<file path="src/rtl/dma_seq_pkg.sv">
package dma_seq_pkg;
    localparam int NFLAGS = 4;
    localparam int FLG_HALF = 0;
    localparam int FLG_DONE = 1;
    localparam int FLG_BUS  = 2;
    localparam int FLG_FIFO = 3;

    localparam int IE_HALF = 0;
    localparam int IE_DONE = 1;
    localparam int IE_ERR  = 2;
endpackage

</file>
<file path="src/rtl/dma_seq_fifochk.sv">
// Decides whether a FIFO threshold holds a whole number of memory bursts.
module dma_seq_fifochk #(
    parameter int FIFO_BYTES = 16
) (
    input  logic [1:0] fth,
    input  logic [1:0] mburst,
    input  logic [1:0] size,
    output logic       bad
);
    localparam int QUARTER = FIFO_BYTES / 4;

    logic [15:0] thr_bytes;
    logic [15:0] beats;
    logic [15:0] burst_bytes;

    always_comb begin
        thr_bytes   = 16'(({14'd0, fth} + 16'd1) * 16'(QUARTER));
        beats       = (mburst == 2'd0) ? 16'd1 : (16'd2 << mburst);
        burst_bytes = beats << size;
        bad         = (thr_bytes & (burst_bytes - 16'd1)) != 16'd0;
    end
endmodule

</file>
<file path="src/rtl/dma_seq_flags.sv">
// Sticky flag bank; a set in the same cycle as a clear wins.
module dma_seq_flags #(
    parameter int N = 4
) (
    input  logic         clk,
    input  logic         rst_n,
    input  logic [N-1:0] set_i,
    input  logic [N-1:0] clr_i,
    output logic [N-1:0] q_o
);
    for (genvar i = 0; i < N; i++) begin : g_bit
        logic bit_d;
        always_comb begin
            bit_d = q_o[i];
            if (clr_i[i]) bit_d = 1'b0;
            if (set_i[i]) bit_d = 1'b1;
        end
        always_ff @(posedge clk or negedge rst_n) begin
            if (!rst_n) q_o[i] <= 1'b0;
            else        q_o[i] <= bit_d;
        end
    end
endmodule

</file>
<file path="src/rtl/dma_stream_seq.sv">
module dma_stream_seq
    import dma_seq_pkg::*;
#(
    parameter int AW         = 32,
    parameter int CW         = 16,
    parameter int FIFO_BYTES = 16
) (
    input  logic          clk,
    input  logic          rst_n,
    input  logic          cfg_we,
    input  logic          cfg_en,
    input  logic          cfg_dir,
    input  logic          cfg_circ,
    input  logic          cfg_dbuf,
    input  logic          cfg_ct,
    input  logic          cfg_pfc,
    input  logic          cfg_minc,
    input  logic          cfg_pinc,
    input  logic [1:0]    cfg_size,
    input  logic [2:0]    cfg_chsel,
    input  logic [CW-1:0] cfg_count,
    input  logic [AW-1:0] cfg_m0addr,
    input  logic [AW-1:0] cfg_m1addr,
    input  logic [AW-1:0] cfg_paddr,
    input  logic          cfg_fifo_en,
    input  logic [1:0]    cfg_fth,
    input  logic [1:0]    cfg_mburst,
    input  logic [2:0]    cfg_ie,
    input  logic          req,
    input  logic [3:0]    flag_clr,
    input  logic          beat_ack,
    input  logic          beat_err,
    output logic          beat_vld,
    output logic          beat_wr,
    output logic [AW-1:0] beat_maddr,
    output logic [AW-1:0] beat_paddr,
    output logic [2:0]    beat_chsel,
    output logic          en_rd,
    output logic          ct_rd,
    output logic [CW-1:0] remain,
    output logic [3:0]    flags,
    output logic          irq
);
    localparam logic [AW-1:0] ONE_A = {{(AW-1){1'b0}}, 1'b1};

    typedef struct packed {
        logic          en;
        logic          busy;
        logic          stop;
        logic          pend;
        logic          ct;
        logic          circ;
        logic          dbuf;
        logic          dir;
        logic          minc;
        logic          pinc;
        logic [1:0]    size;
        logic [2:0]    chsel;
        logic [2:0]    ie;
        logic [CW-1:0] prog;
        logic [CW-1:0] remain;
        logic [AW-1:0] m0;
        logic [AW-1:0] m1;
        logic [AW-1:0] pbase;
        logic [AW-1:0] maddr;
        logic [AW-1:0] paddr;
    } seq_t;

    seq_t              st_d, st_q;
    logic [NFLAGS-1:0] flg_set, flg_q;
    logic              pair_bad;
    logic              issue;
    logic              nxt_ct;
    logic [CW-1:0]     rem_n;
    logic [AW-1:0]     step;

    dma_seq_fifochk #(.FIFO_BYTES(FIFO_BYTES)) u_fifochk (
        .fth   (cfg_fth),
        .mburst(cfg_mburst),
        .size  (cfg_size),
        .bad   (pair_bad)
    );

    dma_seq_flags #(.N(NFLAGS)) u_flags (
        .clk  (clk),
        .rst_n(rst_n),
        .set_i(flg_set),
        .clr_i(flag_clr),
        .q_o  (flg_q)
    );

    always_comb begin
        st_d    = st_q;
        flg_set = '0;
        step    = ONE_A << st_q.size;
        rem_n   = st_q.remain - {{(CW-1){1'b0}}, 1'b1};
        nxt_ct  = st_q.dbuf ? ~st_q.ct : st_q.ct;
        issue   = st_q.en && !st_q.busy && !st_q.stop && (req || st_q.pend);

        // request capture and beat launch
        if (st_q.en) st_d.pend = issue ? (st_q.pend && req) : (st_q.pend || req);
        else         st_d.pend = 1'b0;
        if (issue) st_d.busy = 1'b1;

        // a pending stop completes once nothing is in flight
        if (st_q.en && st_q.stop && !st_q.busy) begin
            st_d.en   = 1'b0;
            st_d.stop = 1'b0;
            st_d.pend = 1'b0;
        end

        if (cfg_we) begin
            if (st_q.en) begin
                if (!cfg_en) begin
                    if (st_q.busy || issue) begin
                        st_d.stop = 1'b1;
                    end else begin
                        st_d.en   = 1'b0;
                        st_d.pend = 1'b0;
                    end
                end
            end else begin
                st_d.ct     = cfg_ct;
                st_d.circ   = cfg_circ;
                st_d.dbuf   = cfg_dbuf;
                st_d.dir    = cfg_dir;
                st_d.minc   = cfg_minc;
                st_d.pinc   = cfg_pinc;
                st_d.size   = cfg_size;
                st_d.chsel  = cfg_chsel;
                st_d.ie     = cfg_ie;
                st_d.m0     = cfg_m0addr;
                st_d.m1     = cfg_m1addr;
                st_d.pbase  = cfg_paddr;
                st_d.paddr  = cfg_paddr;
                st_d.maddr  = (cfg_dbuf && cfg_ct) ? cfg_m1addr : cfg_m0addr;
                st_d.prog   = cfg_pfc ? '1 : cfg_count;
                st_d.remain = cfg_pfc ? '1 : cfg_count;
                if (cfg_en && flg_q == '0) begin
                    if (cfg_fifo_en && pair_bad) flg_set[FLG_FIFO] = 1'b1;
                    else                         st_d.en = 1'b1;
                end
            end
        end

        // beat completion
        if (st_q.busy && beat_ack) begin
            st_d.busy = 1'b0;
            if (beat_err) begin
                flg_set[FLG_BUS] = 1'b1;
                st_d.en   = 1'b0;
                st_d.stop = 1'b0;
                st_d.pend = 1'b0;
            end else begin
                st_d.remain = rem_n;
                if (st_q.minc) st_d.maddr = st_q.maddr + step;
                if (st_q.pinc) st_d.paddr = st_q.paddr + step;
                if (rem_n == (st_q.prog >> 1)) flg_set[FLG_HALF] = 1'b1;
                if (rem_n == '0) begin
                    flg_set[FLG_DONE] = 1'b1;
                    if (st_q.circ || st_q.dbuf) begin
                        st_d.remain = st_q.prog;
                        st_d.ct     = nxt_ct;
                        st_d.maddr  = (st_q.dbuf && nxt_ct) ? st_q.m1 : st_q.m0;
                        st_d.paddr  = st_q.pbase;
                    end else begin
                        st_d.en   = 1'b0;
                        st_d.pend = 1'b0;
                    end
                end
                if (st_q.stop) begin
                    st_d.en   = 1'b0;
                    st_d.stop = 1'b0;
                    st_d.pend = 1'b0;
                end
            end
        end
    end

    always_ff @(posedge clk or negedge rst_n) begin
        if (!rst_n) st_q <= '0;
        else        st_q <= st_d;
    end

    assign beat_vld   = st_q.busy;
    assign beat_wr    = st_q.dir;
    assign beat_maddr = st_q.maddr;
    assign beat_paddr = st_q.paddr;
    assign beat_chsel = st_q.chsel;
    assign en_rd      = st_q.en;
    assign ct_rd      = st_q.ct;
    assign remain     = st_q.remain;
    assign flags      = flg_q;
    assign irq        = (flg_q[FLG_HALF] & st_q.ie[IE_HALF])
                      | (flg_q[FLG_DONE] & st_q.ie[IE_DONE])
                      | ((flg_q[FLG_BUS] | flg_q[FLG_FIFO]) & st_q.ie[IE_ERR]);
endmodule

</file>
<file path="config.mk">
export PLATFORM = sky130hd
export DESIGN_NAME = dma_stream_seq
export DESIGN_NICKNAME = d
export VERILOG_FILES = /design/src/rtl/dma_seq_pkg.sv /design/src/rtl/dma_seq_fifochk.sv /design/src/rtl/dma_seq_flags.sv /design/src/rtl/dma_stream_seq.sv
export SDC_FILE = /design/constraint.sdc
export NUM_CORES = 1
export LEC_CHECK = 0
export BUFFER_PORTS_ARGS = -buffer_cell sky130_fd_sc_hd__buf_2
export CAP_MARGIN = 20
export CORE_ASPECT_RATIO = 1.2
export CORE_MARGIN = 4
export CORE_UTILIZATION = 55
export CTS_CLUSTER_SIZE = 8
export DETAILED_ROUTE_END_ITERATION = 6
export HOLD_SLACK_MARGIN = 0.12
export PLACE_DENSITY = 0.84
export REMOVE_ABC_BUFFERS = 1
export SYNTH_ARGS = -nofsm -noshare
export SYNTH_HDL_FRONTEND = slang
export SYNTH_SLANG_ARGS = --single-unit
export TNS_END_PERCENT = 10
</file>
<file path="constraint.sdc">
create_clock -name clk -period 3.8 [get_ports clk]
set_input_delay 0.38 -clock clk [delete_from_list [all_inputs] [get_ports clk]]
set_output_delay 0.38 -clock clk [all_outputs]
set_load 0.05 [all_outputs]
</file>
* Yosys cells after proc, flatten, opt, wreduce, memory -nomap -nowiden
Cells that the tools add are included.
** Word-level totals
- Bits of input ports :: 143
- Register bits after elaboration :: 214
- Logic and storage cells :: 128
- Output and inout bits :: 92
** Operators by class
- $add $sub $neg :: 5
- Bitwise gates (word level) :: 9
- Reductions and logical operators :: 26
- Equality and inequality tests :: 1
- Shifts and indexed selects :: 3
- Multiplexer cells :: 60
** Operators by type and width (number)
- 64-bit 2-to-1 mux :: 4
- 208-bit 2-to-1 mux :: 1
- 206-bit 2-to-1 mux :: 1
- 32-bit 2-to-1 mux :: 4
- 16-bit 2-to-1 mux :: 6
- 32-bit adder :: 2
- 1-bit 2-to-1 mux :: 35
- 1-bit by 2-bit left shift with 32-bit output (first input constant) :: 1
- 16-bit by 1-bit subtractor with 16-bit output (second input constant) :: 2
- 16-bit AND :: 1
- 16-bit by 15-bit == test with 1-bit output :: 1
- 16-bit logical NOT :: 1
- 16-bit nonzero test :: 1
- 16-bit by 2-bit left shift with 16-bit output :: 1
- 2-bit by 2-bit left shift with 16-bit output (first input constant) :: 1
- 2-bit 2-to-1 mux :: 7
- 1-bit logical AND :: 11
- 2-bit nonzero test :: 5
- 5-bit 2-to-1 mux :: 1
- 4-bit logical NOT :: 1
- 2-bit by 1-bit adder with 3-bit output (second input constant) :: 1
- 1-bit AND :: 3
- 1-bit logical OR :: 3
- 3-bit 2-to-1 mux :: 1
- 5 further kinds :: 9

* Logic depth before layout (Yosys ltp)
- Depth after elaboration :: 16
- Depth in mapped cells :: 13
- Mapped depth without buffers :: 10

* By module
Synthesis repeated with hierarchy kept, for this count alone.
** Unflattened totals
- Cells, all modules :: 1553
- Area, all modules :: 13280.2 µm²
** By module, submodules not included
- dma_stream_seq :: cells each 1533, times used 1, sequential area each 5255.0 µm², area each 13072.5 µm²
- dma_seq_flags :: cells each 12, times used 1, sequential area each 100.1 µm², area each 145.1 µm²
- dma_seq_fifochk :: cells each 8, times used 1, sequential area each 0.0 µm², area each 62.6 µm²

* Worst setup path after synthesis
OpenSTA, ideal clock, no wires.
- Path type :: register to register
- Start :: register st_q (netlist bit remain[0])
- End :: register st_q (netlist bit beat_maddr[25])
- Setup time :: 0.143 ns
- Stages on the path, launching flop included :: 13
- Period minus slack after synthesis :: 3.385 ns
- Slack :: 0.415 ns
- Buffers on the path :: 4
- Data arrival time :: 3.242 ns
- Required time :: 3.657 ns
- Cells stage by stage :: dfrtp_1 > clkbuf_1 > inv_1 > ha_1 > or4b_1 > buf_2 > o31a_1 > or4_4 > or4_1 > buf_2 > buf_6 > a2111oi_2 > a211oi_1
** RTL lines
- from (decl) :: RTL line dma_stream_seq.sv:69 : seq_t st_d, st_q;
- from (signal assigned) :: RTL line dma_stream_seq.sv:182 : else st_q <= st_d;

==> out/results.txt <==
outcome = complete, no violations
Worst setup EP type = flop
arrival time at the worst endpoint = 4070 ps
TritonCTS buffer count = 30
largest net degree at the start of global routing = 173
Pwr Density = 794 nW/µm²
Multi-input gate area = 6850 µm²
Vias = 13.2k
YS warnings = 0
GR Overflow Total = 0
Clock Latency Late Sink = 550 ps
total track usage = 30.6%
clk sink count = 214
Setup violations, final = 0
I/O Buffers = 234
Synth top cells by count = 418 x nand2_1, 214 x dfrtp_1, 84 x buf_4, 82 x clkbuf_1, 71 x nand3_1
Worst-Margin Slew = 1010 ps
area post-placement = 14200 µm²
final hold viol count = 0
Buffers & Inverters on Critical Path = 2
Final Non-Filler Cells = 2172
Slew HR = 32.6%
area grow syn2layout = 21.9%
Largest stage delay, worst path = 590 ps
Clock Tree Root = clkbuf_16
# Max-Cap Violations = 0
placed insts = 2016
core area = 23900 µm²
share of cells above drive strength 1 = 18.5%
row cnt = 62
vias in the first global route = 13.1k
critical path cell sequence = inv_1, ha_1, or4b_1, o31a_1, or4_4, or4_2, buf_4, or3_1, and3_1
final standard cell area without fillers = 16200 µm²
required time of the critical path = 4240 ps
Via density = 6.09
sequential cell area = 5360 µm²
Synth Flop Type = dfrtp_1
post-synth top area share = 40.2%
Tcrit/Tclk final = 95.6%
nets = 2009
1st-pass router iterations = 7
skew final = 16.5 ps
Post-Synthesis Cells = 1610
antenna-violating nets left = 0
fin crit period = 3630 ps
synthesized area per cell = 8.27 µm²
DRC = 0
Die Wd = 150 µm
final wirelength = 42.2 mm
Max VDD drop = 0.509 mV
Slew Viols, Final = 0
WL/cell = 19.4 µm
Worst-path clk slew = 50 ps
Placer Congestion = 0.907
n_diodes = 0
Unique masters post-synth = 67
CTS tree = yes
post-synthesis register bit count = 214
Initial Utilization = 55.7%
Die Ht = 178 µm
H-tree Lvls = 1
Leakage = 7.52 nW
first-pass GRT wire length = 66.6 mm
Post-synth EDFFs = 0
# IOs = 235
Fmax = 275 MHz
DPL Wire Length = 26.7 mm
most instantiated library cell after synthesis = nand2_1
initial antenna violation count = 0
Seq/Total Area, Yosys = 40.2%
RSZ-0062 raised after global routing = no
area leader, netlist = dfrtp_1
Worst path slowest cell = or4_2
die area = 26800 µm²
Crit Path Class = flop to flop
FFs w/ async S/R, synth = 100%
crit path max fanout = 35
Synth Cell Area = 13300 µm²
CTS Buffer Depth = 3
top cells by area, synth = dfrtp_1 40%, nand2_1 12%, buf_4 4.7%
CP Launch Type = flop
Fillers = 1893
Detailed Route Iter0 Violations = 1233
HP Class = primary input to flop
Top delay family on crit path = simple AND/OR/NAND/NOR gates
## sequential cells by signal, indices dropped and copies added (netlist names)
name / flops
st_q: 123
beat_vld: 1
beat_paddr: 32
beat_chsel: 3
remain: 16
en_rd: 1
u_flags.q_o: 4
beat_wr: 1
beat_maddr: 32
ct_rd: 1
## per-stage QoR
stage | setup TNS, ps | utilization, % | setup WS [ps] | hold slack [ps] | power [mW]
after floorplan | -631910 | - | -5620 | 84.4 | 8.57
after global placement | 0 | 59.5 | 276 | 452 | 10.1
after detailed placement | 0 | 59.5 | 218 | 457 | 10.3
after CTS | 0 | 67.9 | 213 | 121 | 12.8
after global routing | 0 | 67.9 | 100 | 126 | 13.6
final | 0 | 67.9 | 167 | 134 | 12.9
## repair_timing
item	4_1_cts	5_1_grt
hold buffers	124	0
setup buffers	0	0
hold endpoints to repair	219	0
gates resized for setup	0	0
## power breakdown
part           switching (mW)  internal (mW)
Combinational            4.21           2.06
Clock                   0.958           1.39
Sequential               1.06           3.21
## metal layers
layer	wire length (µm)	global-route usage, %	vias to the layer above
li1	-	-	6029
met1	16200	38.0	6347
met2	21000	53.0	714
met3	3340	5.08	131
met4	1670	12.5	0
met5	0	0	-
## worst reg2reg max path, delay by kind of cell (launching register included)
family          cells  cell delay [ps]
compound gates      1              370
fa+ha+maj           1              220
buf+inv             2              390
flops               1              380
simple gates        5             2180
## final cells by class
class	count	share of cell area (%)
clock buffers	31	4.71
clock inverters	1	0.100
inverters	25	0.578
multi-input cells	1182	42.2
flip-flops and latches	214	33.0
well taps	320	2.47
repair buffers	399	17.0
## cell families after synthesis
family / count (synthesis) / share of synthesized area [%]
fa+ha+maj: 15 / 1.50
xor+xnor: 69 / 4.54
simple gates: 749 / 25.7
flops: 214 / 40.2
buf+inv: 214 / 8.58
compound gates: 295 / 15.3
mux: 54 / 4.14
## cells in the final DEF (no fill, tap or decap), types with 7 or more instances in the layout
master / netlist / routed
a211o_1: 8 / 8
a211oi_1: 29 / 29
a21boi_0: 18 / 18
a21oi_1: 54 / 54
and2_1: 7 / 7
and3_1: 8 / 8
and4_1: 10 / 10
buf_2: 7 / 233
buf_4: 84 / 39
clkbuf_16: 0 / 30
dfrtp_1: 214 / 214
dlygate4sd3_1: 0 / 124
ha_1: 12 / 11
inv_1: 25 / 25
mux2_2: 8 / 8
mux2i_1: 46 / 46
nand2_1: 418 / 417
nand2b_1: 9 / 7
nand3_1: 71 / 71
nand4_1: 25 / 25
nor2_1: 61 / 61
nor2b_1: 12 / 11
nor3_1: 61 / 61
nor4_1: 22 / 22
o211ai_1: 20 / 20
o21ai_0: 51 / 51
o221ai_1: 13 / 13
o22a_1: 16 / 16
o22ai_1: 23 / 23
or3_1: 8 / 8
or4_1: 12 / 11
xnor2_1: 33 / 33
xor2_1: 36 / 36
## path summary, 6_finish.rpt
check / cells after the start / start / slack [ps] / endpoint
max: 9 / remain[1] / 170 / beat_paddr[27]
min: 2 / cfg_count[4] / 130 / st_q[180]
max reg2reg: 9 / remain[1] / 170 / beat_paddr[27]
min reg2reg: 2 / beat_wr / 470 / beat_wr
max in group asynchronous: 3 / rst_n / 2360 / st_q[95]
min in group asynchronous: 2 / rst_n / 450 / remain[4]
Note: power is estimated with default switching activity, not from simulation.
